**src/rtl/bha_pkg.sv**
```systemverilog
package bha_pkg;
  localparam int NREQ    = 5;
  localparam int IDX_RFH = 0;
  localparam int IDX_DMA = 1;
  localparam int IDX_EXT = 2;
  localparam int IDX_CPU = 3;
  localparam int IDX_RFL = 4;

  typedef enum logic [1:0] {
    ST_IDLE = 2'd0,
    ST_OWN  = 2'd1,
    ST_WAIT = 2'd2
  } arb_state_e;
endpackage

```
**src/rtl/bha_sync.sv**
```systemverilog
module bha_sync #(
  parameter int STAGES = 2
) (
  input  logic clk,
  input  logic rst_n,
  input  logic d,
  output logic q
);
  logic [STAGES-1:0] chain_q;

  generate
    for (genvar i = 0; i < STAGES; i++) begin : g_stage
      if (i == 0) begin : g_first
        always_ff @(posedge clk or negedge rst_n) begin
          if (!rst_n) chain_q[0] <= 1'b0;
          else        chain_q[0] <= d;
        end
      end else begin : g_next
        always_ff @(posedge clk or negedge rst_n) begin
          if (!rst_n) chain_q[i] <= 1'b0;
          else        chain_q[i] <= chain_q[i-1];
        end
      end
    end
  endgenerate

  assign q = chain_q[STAGES-1];
endmodule

```
**src/rtl/bha_prio.sv**
```systemverilog
module bha_prio #(
  parameter int N = 5
) (
  input  logic [N-1:0] req,
  output logic [N-1:0] win_oh,
  output logic         win_any
);
  logic [N-1:0] above;

  generate
    for (genvar i = 0; i < N; i++) begin : g_pick
      if (i == 0) begin : g_top
        assign above[0] = 1'b0;
      end else begin : g_rest
        assign above[i] = above[i-1] | req[i-1];
      end
      assign win_oh[i] = req[i] & ~above[i];
    end
  endgenerate

  assign win_any = |req;
endmodule

```
**src/rtl/bha_fsm.sv**
```systemverilog
module bha_fsm
  import bha_pkg::*;
#(
  parameter int N      = NREQ,
  parameter int EXT_IX = IDX_EXT
) (
  input  logic         clk,
  input  logic         rst_n,
  input  logic [N-1:0] win_oh,
  input  logic         win_any,
  input  logic         boundary,
  input  logic         ext_sync,
  output logic [N-1:0] grant
);
  arb_state_e   state_q, state_n;
  logic [N-1:0] grant_q, grant_n;
  logic         load_en;

  always_comb begin
    state_n = state_q;
    grant_n = grant_q;
    case (state_q)
      ST_IDLE: begin
        if (win_any) begin
          state_n = ST_OWN;
          grant_n = win_oh;
        end
      end
      ST_OWN: begin
        if (boundary && (win_oh != grant_q)) begin
          grant_n = '0;
          if (grant_q[EXT_IX] && ext_sync) state_n = ST_WAIT;
          else                             state_n = ST_IDLE;
        end
      end
      ST_WAIT: begin
        grant_n = '0;
        if (!ext_sync) state_n = ST_IDLE;
      end
      default: begin
        state_n = ST_IDLE;
        grant_n = '0;
      end
    endcase
  end

  assign load_en = (state_n != state_q) || (grant_n != grant_q);

  always_ff @(posedge clk or negedge rst_n) begin
    if (!rst_n) begin
      state_q <= ST_IDLE;
      grant_q <= '0;
    end else if (load_en) begin
      state_q <= state_n;
      grant_q <= grant_n;
    end
  end

  assign grant = grant_q;
endmodule

```
**src/rtl/bus_hold_arbiter.sv**
```systemverilog
module bus_hold_arbiter
  import bha_pkg::*;
#(
  parameter int SYNC_STAGES = 2
) (
  input  logic            clk,
  input  logic            rst_n,
  input  logic            rfh_req,
  input  logic            dma_req,
  input  logic            hold_req,
  input  logic            cpu_req,
  input  logic            rfl_req,
  input  logic            seq_busy,
  input  logic            seq_last,
  output logic [NREQ-1:0] grant,
  output logic            hold_ack,
  output logic            float_bus,
  output logic            strobe_low
);
  logic            hold_s;
  logic [NREQ-1:0] req_vec;
  logic [NREQ-1:0] win_oh;
  logic            win_any;
  logic            boundary;

  bha_sync #(.STAGES(SYNC_STAGES)) u_sync (
    .clk   (clk),
    .rst_n (rst_n),
    .d     (hold_req),
    .q     (hold_s)
  );

  always_comb begin
    req_vec          = '0;
    req_vec[IDX_RFH] = rfh_req;
    req_vec[IDX_DMA] = dma_req;
    req_vec[IDX_EXT] = hold_s;
    req_vec[IDX_CPU] = cpu_req;
    req_vec[IDX_RFL] = rfl_req;
  end

  bha_prio #(.N(NREQ)) u_prio (
    .req     (req_vec),
    .win_oh  (win_oh),
    .win_any (win_any)
  );

  assign boundary = !seq_busy || seq_last;

  bha_fsm #(.N(NREQ), .EXT_IX(IDX_EXT)) u_fsm (
    .clk      (clk),
    .rst_n    (rst_n),
    .win_oh   (win_oh),
    .win_any  (win_any),
    .boundary (boundary),
    .ext_sync (hold_s),
    .grant    (grant)
  );

  assign hold_ack   = grant[IDX_EXT];
  assign float_bus  = hold_ack;
  assign strobe_low = hold_ack;
endmodule

```
**config.mk**
```make
export PLATFORM = sky130hd
export DESIGN_NAME = bus_hold_arbiter
export DESIGN_NICKNAME = d
export VERILOG_FILES = /design/src/rtl/bha_pkg.sv /design/src/rtl/bha_sync.sv /design/src/rtl/bha_prio.sv /design/src/rtl/bha_fsm.sv /design/src/rtl/bus_hold_arbiter.sv
export SDC_FILE = /design/constraint.sdc
export NUM_CORES = 1
export LEC_CHECK = 0
export BUFFER_PORTS_ARGS = -buffer_cell sky130_fd_sc_hd__buf_2
export CORE_MARGIN = 3
export CORE_UTILIZATION = 43
export CTS_CLUSTER_DIAMETER = 120
export DETAILED_ROUTE_END_ITERATION = 6
export GPL_TIMING_DRIVEN = 0
export HOLD_SLACK_MARGIN = 0.12
export PLACE_DENSITY = 0.71
export REMOVE_ABC_BUFFERS = 1
export SLEW_MARGIN = 20
export SYNTH_ARGS = -nofsm -noshare
export SYNTH_HDL_FRONTEND = slang
export SYNTH_HIERARCHICAL = 1
export SYNTH_SLANG_ARGS = --single-unit
```
**constraint.sdc**
```tcl
create_clock -name clk -period 1.4 [get_ports clk]
set_input_delay 0.21 -clock clk [delete_from_list [all_inputs] [get_ports clk]]
set_output_delay 0.21 -clock clk [all_outputs]
set_load 0.01 [all_outputs]
```
* Word level (Yosys, flattened, before mapping)
Index checks and enable logic that the tools add are counted.
Word-level totals: register bits 9, bits of input ports 9, output and inout bits 8
Operators by class: eq/ne operators 5, mux-type cells 8, bitwise gates (word level) 11, reductions and logical operators 7
Operators with widths (count):
- $mux 5 | 2
- $ne 5x5->1 | 2
- $pmux 5 s2 | 1
- $mux 2 | 4
- $pmux 2 s3 | 1
- $reduce_or 5->1 | 1
- $and 1x1->1 | 4
- $not 1->1 | 4
- $or 1x1->1 | 3
- $eq 2x1->1 const B | 1
- $eq 2x2->1 const B | 1
- $logic_and 1x1->1 | 2
- $logic_not 2->1 | 1
- $logic_or 1x1->1 | 2
- $ne 2x2->1 | 1
- $logic_not 1->1 | 1

* Depth between registers and ports, before layout
word-level depth 11, mapped depth 5, mapped depth without buffers 5

* Cells and area by module
The synthesis kept the hierarchy.
Modules (own cells, without submodules):
- bha_fsm | instances 1, cells an instance 43, area each 426.7 µm², seq. area each 175.2 µm²
- bha_prio | instances 1, cells an instance 7, area each 55.1 µm², seq. area each 0.0 µm²
- bha_sync | instances 1, cells an instance 2, area each 50.0 µm², seq. area each 50.0 µm²
- bus_hold_arbiter | instances 1, cells an instance 4, area each 28.8 µm², seq. area each 0.0 µm²

* Worst setup path after synthesis
OpenSTA, ideal clock, no wires.
kind register to register, start point reg u_sync.chain_q[1], in the netlist u_sync/q, end point reg u_fsm.state_q[1], setup time 118 ps, arrival 1285 ps, path slack -3 ps, stages on the path, launching flop included 5, buffers on the path 0, clock period less this slack 1403 ps, path through dfrtp_1 -> nor4b_1 -> xnor2_1 -> nand4_2 -> a21o_1
On the way: elaborated cells on any way between the ends 22, classes of those cells 3 x eq/ne; 8 x mux; 7 x bitwise; 4 x reduce/logical
RTL lines:
- from (decl) | RTL line bha_sync.sv:9 | logic [STAGES-1:0] chain_q;
- from (signal, indexed assignment) | RTL line bha_sync.sv:21 | else chain_q[i] <= chain_q[i-1];
- $or 1x1->1 * | RTL line bha_prio.sv:15 | assign above[i] = above[i-1] | req[i-1];
- $not 1->1 * | RTL line bha_prio.sv:17 | assign win_oh[i] = req[i] & ~above[i];
- $and 1x1->1 * | RTL line bha_prio.sv:17
- named net win_oh[3] | RTL line bus_hold_arbiter.sv:22 | logic [NREQ-1:0] win_oh;
- $ne 5x5->1 | RTL line bha_fsm.sv:30 | if (boundary && (win_oh != grant_q)) begin
- $logic_and 1x1->1 | RTL line bha_fsm.sv:30
- $mux 5 or $mux 2 (tied branches) | RTL line bha_fsm.sv:30
- $pmux 5 s2 or $pmux 2 s3 (tied branches) | RTL line bha_fsm.sv:22 | case (state_q)
- $ne 5x5->1 or $ne 2x2->1 (tied branches) | RTL line bha_fsm.sv:47 | assign load_en = (state_n != state_q) || (grant_n != grant_q);
- $logic_or 1x1->1 | RTL line bha_fsm.sv:47
- to (signal assigned) | RTL line bha_fsm.sv:54 | state_q <= state_n;
- to (decl) | RTL line bha_fsm.sv:15 | arb_state_e state_q, state_n;
Mark *: on every way through the listed nets, which the timed path passes. The rest lies on a longest branch. A chain may end at the register's enable or synchronous reset.

* Worst setup path in the final report
start point reg u_sync.chain_q[1], in the netlist u_sync/q, end point reg u_fsm.grant_q[2], in the netlist u_fsm/grant[2]
On the way: elaborated cells on any way between the ends 22, classes of those cells 3 x eq/ne; 8 x mux; 7 x bitwise; 4 x reduce/logical
RTL lines:
- $reduce_or 5->1 * | RTL line bha_prio.sv:21 | assign win_any = |req;
- named net win_any | RTL line bus_hold_arbiter.sv:23 | logic win_any;
- $mux 5 or $mux 2 (tied branches) | RTL line bha_fsm.sv:24 | if (win_any) begin
- $pmux 5 s2 or $pmux 2 s3 (tied branches) | RTL line bha_fsm.sv:22
- $ne 5x5->1 or $ne 2x2->1 (tied branches) | RTL line bha_fsm.sv:47
- $logic_or 1x1->1 | RTL line bha_fsm.sv:47
- to (signal assigned) | RTL line bha_fsm.sv:55 | grant_q <= grant_n;
- to (decl) | RTL line bha_fsm.sv:16 | logic [N-1:0] grant_q, grant_n;
Marked as above.

==> flow_summary.ini <==
[floorplan]
core_area_um2 = 1170
initial_core_util = 0.479
die_area_um2 = 1770
pin_count = 17
std_cell_rows = 12
chipWidth_um = 42.1
die_h_um = 42.1

[worst_setup_path]
worstSetupPathDepth = 5
cp.arrival_ns = 1.57
required_ns = 1.52
critPathCaptureType = flip-flop
crit_start = u_sync/q
reg2regPathDepth = 5
worstReg2RegStart = u_sync/q
critPathMaxFanout = 5
crit_family = simple AND/OR/NAND/NOR gates
slowest_stage = dfrtp_2
critical_path_class = flip-flop to flip-flop
start_kind = flip-flop
max_stage_delay_ns = 0.45
crit_chain = nor4_4, nand2b_1, and2b_1, a22oi_1, o22ai_1
critPathBufInv = 0

[placement]
portBuffers = 16
hpwl_um = 803
dpl.cell_count = 81
place.gp.congestion = 0.797

[grt]
grt_max_degree = 10
grt_pass1_wl_um = 1900
grt_pass1_vias = 423
grt.overflow.total = 0
grt_antenna_before_repair = 0
track_usage = 0.138

[drt]
wl_um = 1240
via_per_inst = 5.49
drt_iter0_markers = 11
routed-via-count = 489
antenna_left = 0
wl_per_cell_um = 13.9
dr.pass1.iters = 4
drc = 0

[yosys]
avgSynthCellArea_um2 = 10.0
synth-async-reset-ratio = 1.00
synth_top_area_cell = dfrtp_1
synth.area.top_cells = dfrtp_1, xnor2_1, o22ai_1
synth_seq_cells = 9
synth.cell_area_um2 = 561
syn_inst = 56
synth.most_common_cell = dfrtp_1
synth_flop_cell = dfrtp_1
synth_cell_type_count = 25
synth_warnings = 6
synth_common_cells = dfrtp_1, o22ai_1, nand3_1, xnor2_1
synth_top_area_frac = 0.402
ys_seq_area_frac = 0.402
synth_edf_count = 0

[clock_tree]
cts_buffer_depth = 2
numCtsBuffers = 3
cts_sinks = 9
insertion_delay_ns = 0.25
clkTransAtPathRegs_ns = 0.06
cts-root-buf = clkbuf_4
tritoncts = yes
h-tree-depth = 1

[sta]
hold_viol_final = 0
finalWorstSetupSlack_ns = -0.0460
setup_viol = 5
fmaxAchievable_mhz = 692
maxSlewHeadroom = 0.778
post-route-period-util = 1.03
finalClockSkew_ns = 0.000291
rsz0062_at_grt = yes
min_period_ns = 1.45
worstMarginPinSlew_ns = 0.331
slew_violations = 0

[cells_and_area]
fillCellCount = 94
final_cells = 89
diodes = 0
final_util = 0.635
num-nets-final = 85
syn_to_final_growth_pct = 32.6
drive_above_1_share = 0.400

[flow_run]
maxCapViolations = 0

[power]
ir_drop_mv = 0.775
p_total_w = 0.000975
p_leak_nw = 0.330
power_density_nw_per_um2 = 1310

[status]
violations = setup timing
status = finished, violations left

[worst_hold_path]
hp-class = primary input to async pin
==> final timing paths <==
kind	to	slack, ns
max in group asynchronous	u_sync/q	0.88
worst min register to register	u_sync/q	0.35
worst max-delay path	u_fsm/grant[2]	-0.05
min in group clk	u_sync/q	0.35
worst max register to register	u_fsm/grant[2]	-0.05
worst min-delay path	u_sync/chain_q[0]	0.33
==> state kept, by name, indices dropped and copies added (netlist names) <==
name and cells:
u_fsm/grant 5, u_fsm/state_q 2, u_sync/chain_q 1, u_sync/q 1
==> layout by cell type (no fill, tap or decap), types with 2 or more instances in the layout <==
cell type,instances
nor2b_1,2
buf_2,16
nor2_1,2
dlygate4sd3_1,2
nand3_1,5
buf_4,2
dfrtp_1,8
clkbuf_4,3
a22oi_1,4
o22ai_1,6
nand2b_1,2
xnor2_1,4
==> per-stage QoR <==
step / area, µm² / setup TNS (ns) / hold WS [ns] / worst slack, ns
after global routing: 743 / -0.846 / 0.346 / -0.152
after detailed placement: 623 / -0.829 / 0.0722 / -0.162
after global placement: 623 / -0.867 / 0.0694 / -0.174
after CTS: 702 / -0.259 / 0.330 / -0.0565
after floorplan: 526 / -0.00304 / -0.0856 / -0.00304
final: 743 / -0.167 / 0.331 / -0.0460
==> kinds of logic (layout without fill, tap and decap cells) <==
kind of cell	Yosys count	in the layout	share of synthesized area
AND/OR/NAND/NOR	21	21	0.252
AO/OA/AOI/OAI	13	13	0.163
flip-flops	9	9	0.402
buffers and inverters	6	25	0.0692
XOR/XNOR	5	5	0.0781
multiplexers	2	2	0.0357
==> layout make-up <==
class / count / area, µm² / area share
Multi-Input combinational cell: 41 / 354 / 0.476
Sequential cell: 9 / 226 / 0.305
Timing Repair Buffer: 20 / 115 / 0.155
Clock buffer: 4 / 26.3 / 0.0354
Tap cell: 14 / 17.5 / 0.0236
Inverter: 1 / 3.75 / 0.00505
==> repair_timing <==
action,4_1_cts,5_1_grt
gates resized for setup,5,5
endpoints found under the setup margin,7,7
buffers inserted,1,1
endpoints found under the hold margin,10,0
pin swaps,2,0
hold buffers,2,0
==> report_power, final <==
group	internal [W]	total (W)	leakage, nW	switching (W)
sequential	0.000310	0.000395	0.115	0.0000857
clock	0.000109	0.000191	0.0150	0.0000822
combinational	0.000190	0.000388	0.200	0.000198
total	0.000609	0.000975	0.330	0.000366
==> routing by layer <==
layer  GRT usage  part of all wire
met1       0.213              0.51
met2       0.173              0.43
met3      0.0300             0.055
met4      0.0745            0.0049
met5           0                 0
==> worst reg2reg max path: cells and delay by family, from the launching register on <==
| family | cells | cell delay (ns) |
|---|---|---|
| flip-flops | 1 | 0.45 |
| AND/OR/NAND/NOR | 3 | 0.61 |
| AO/OA/AOI/OAI | 2 | 0.26 |
Note: power is estimated with default switching activity, not from simulation.
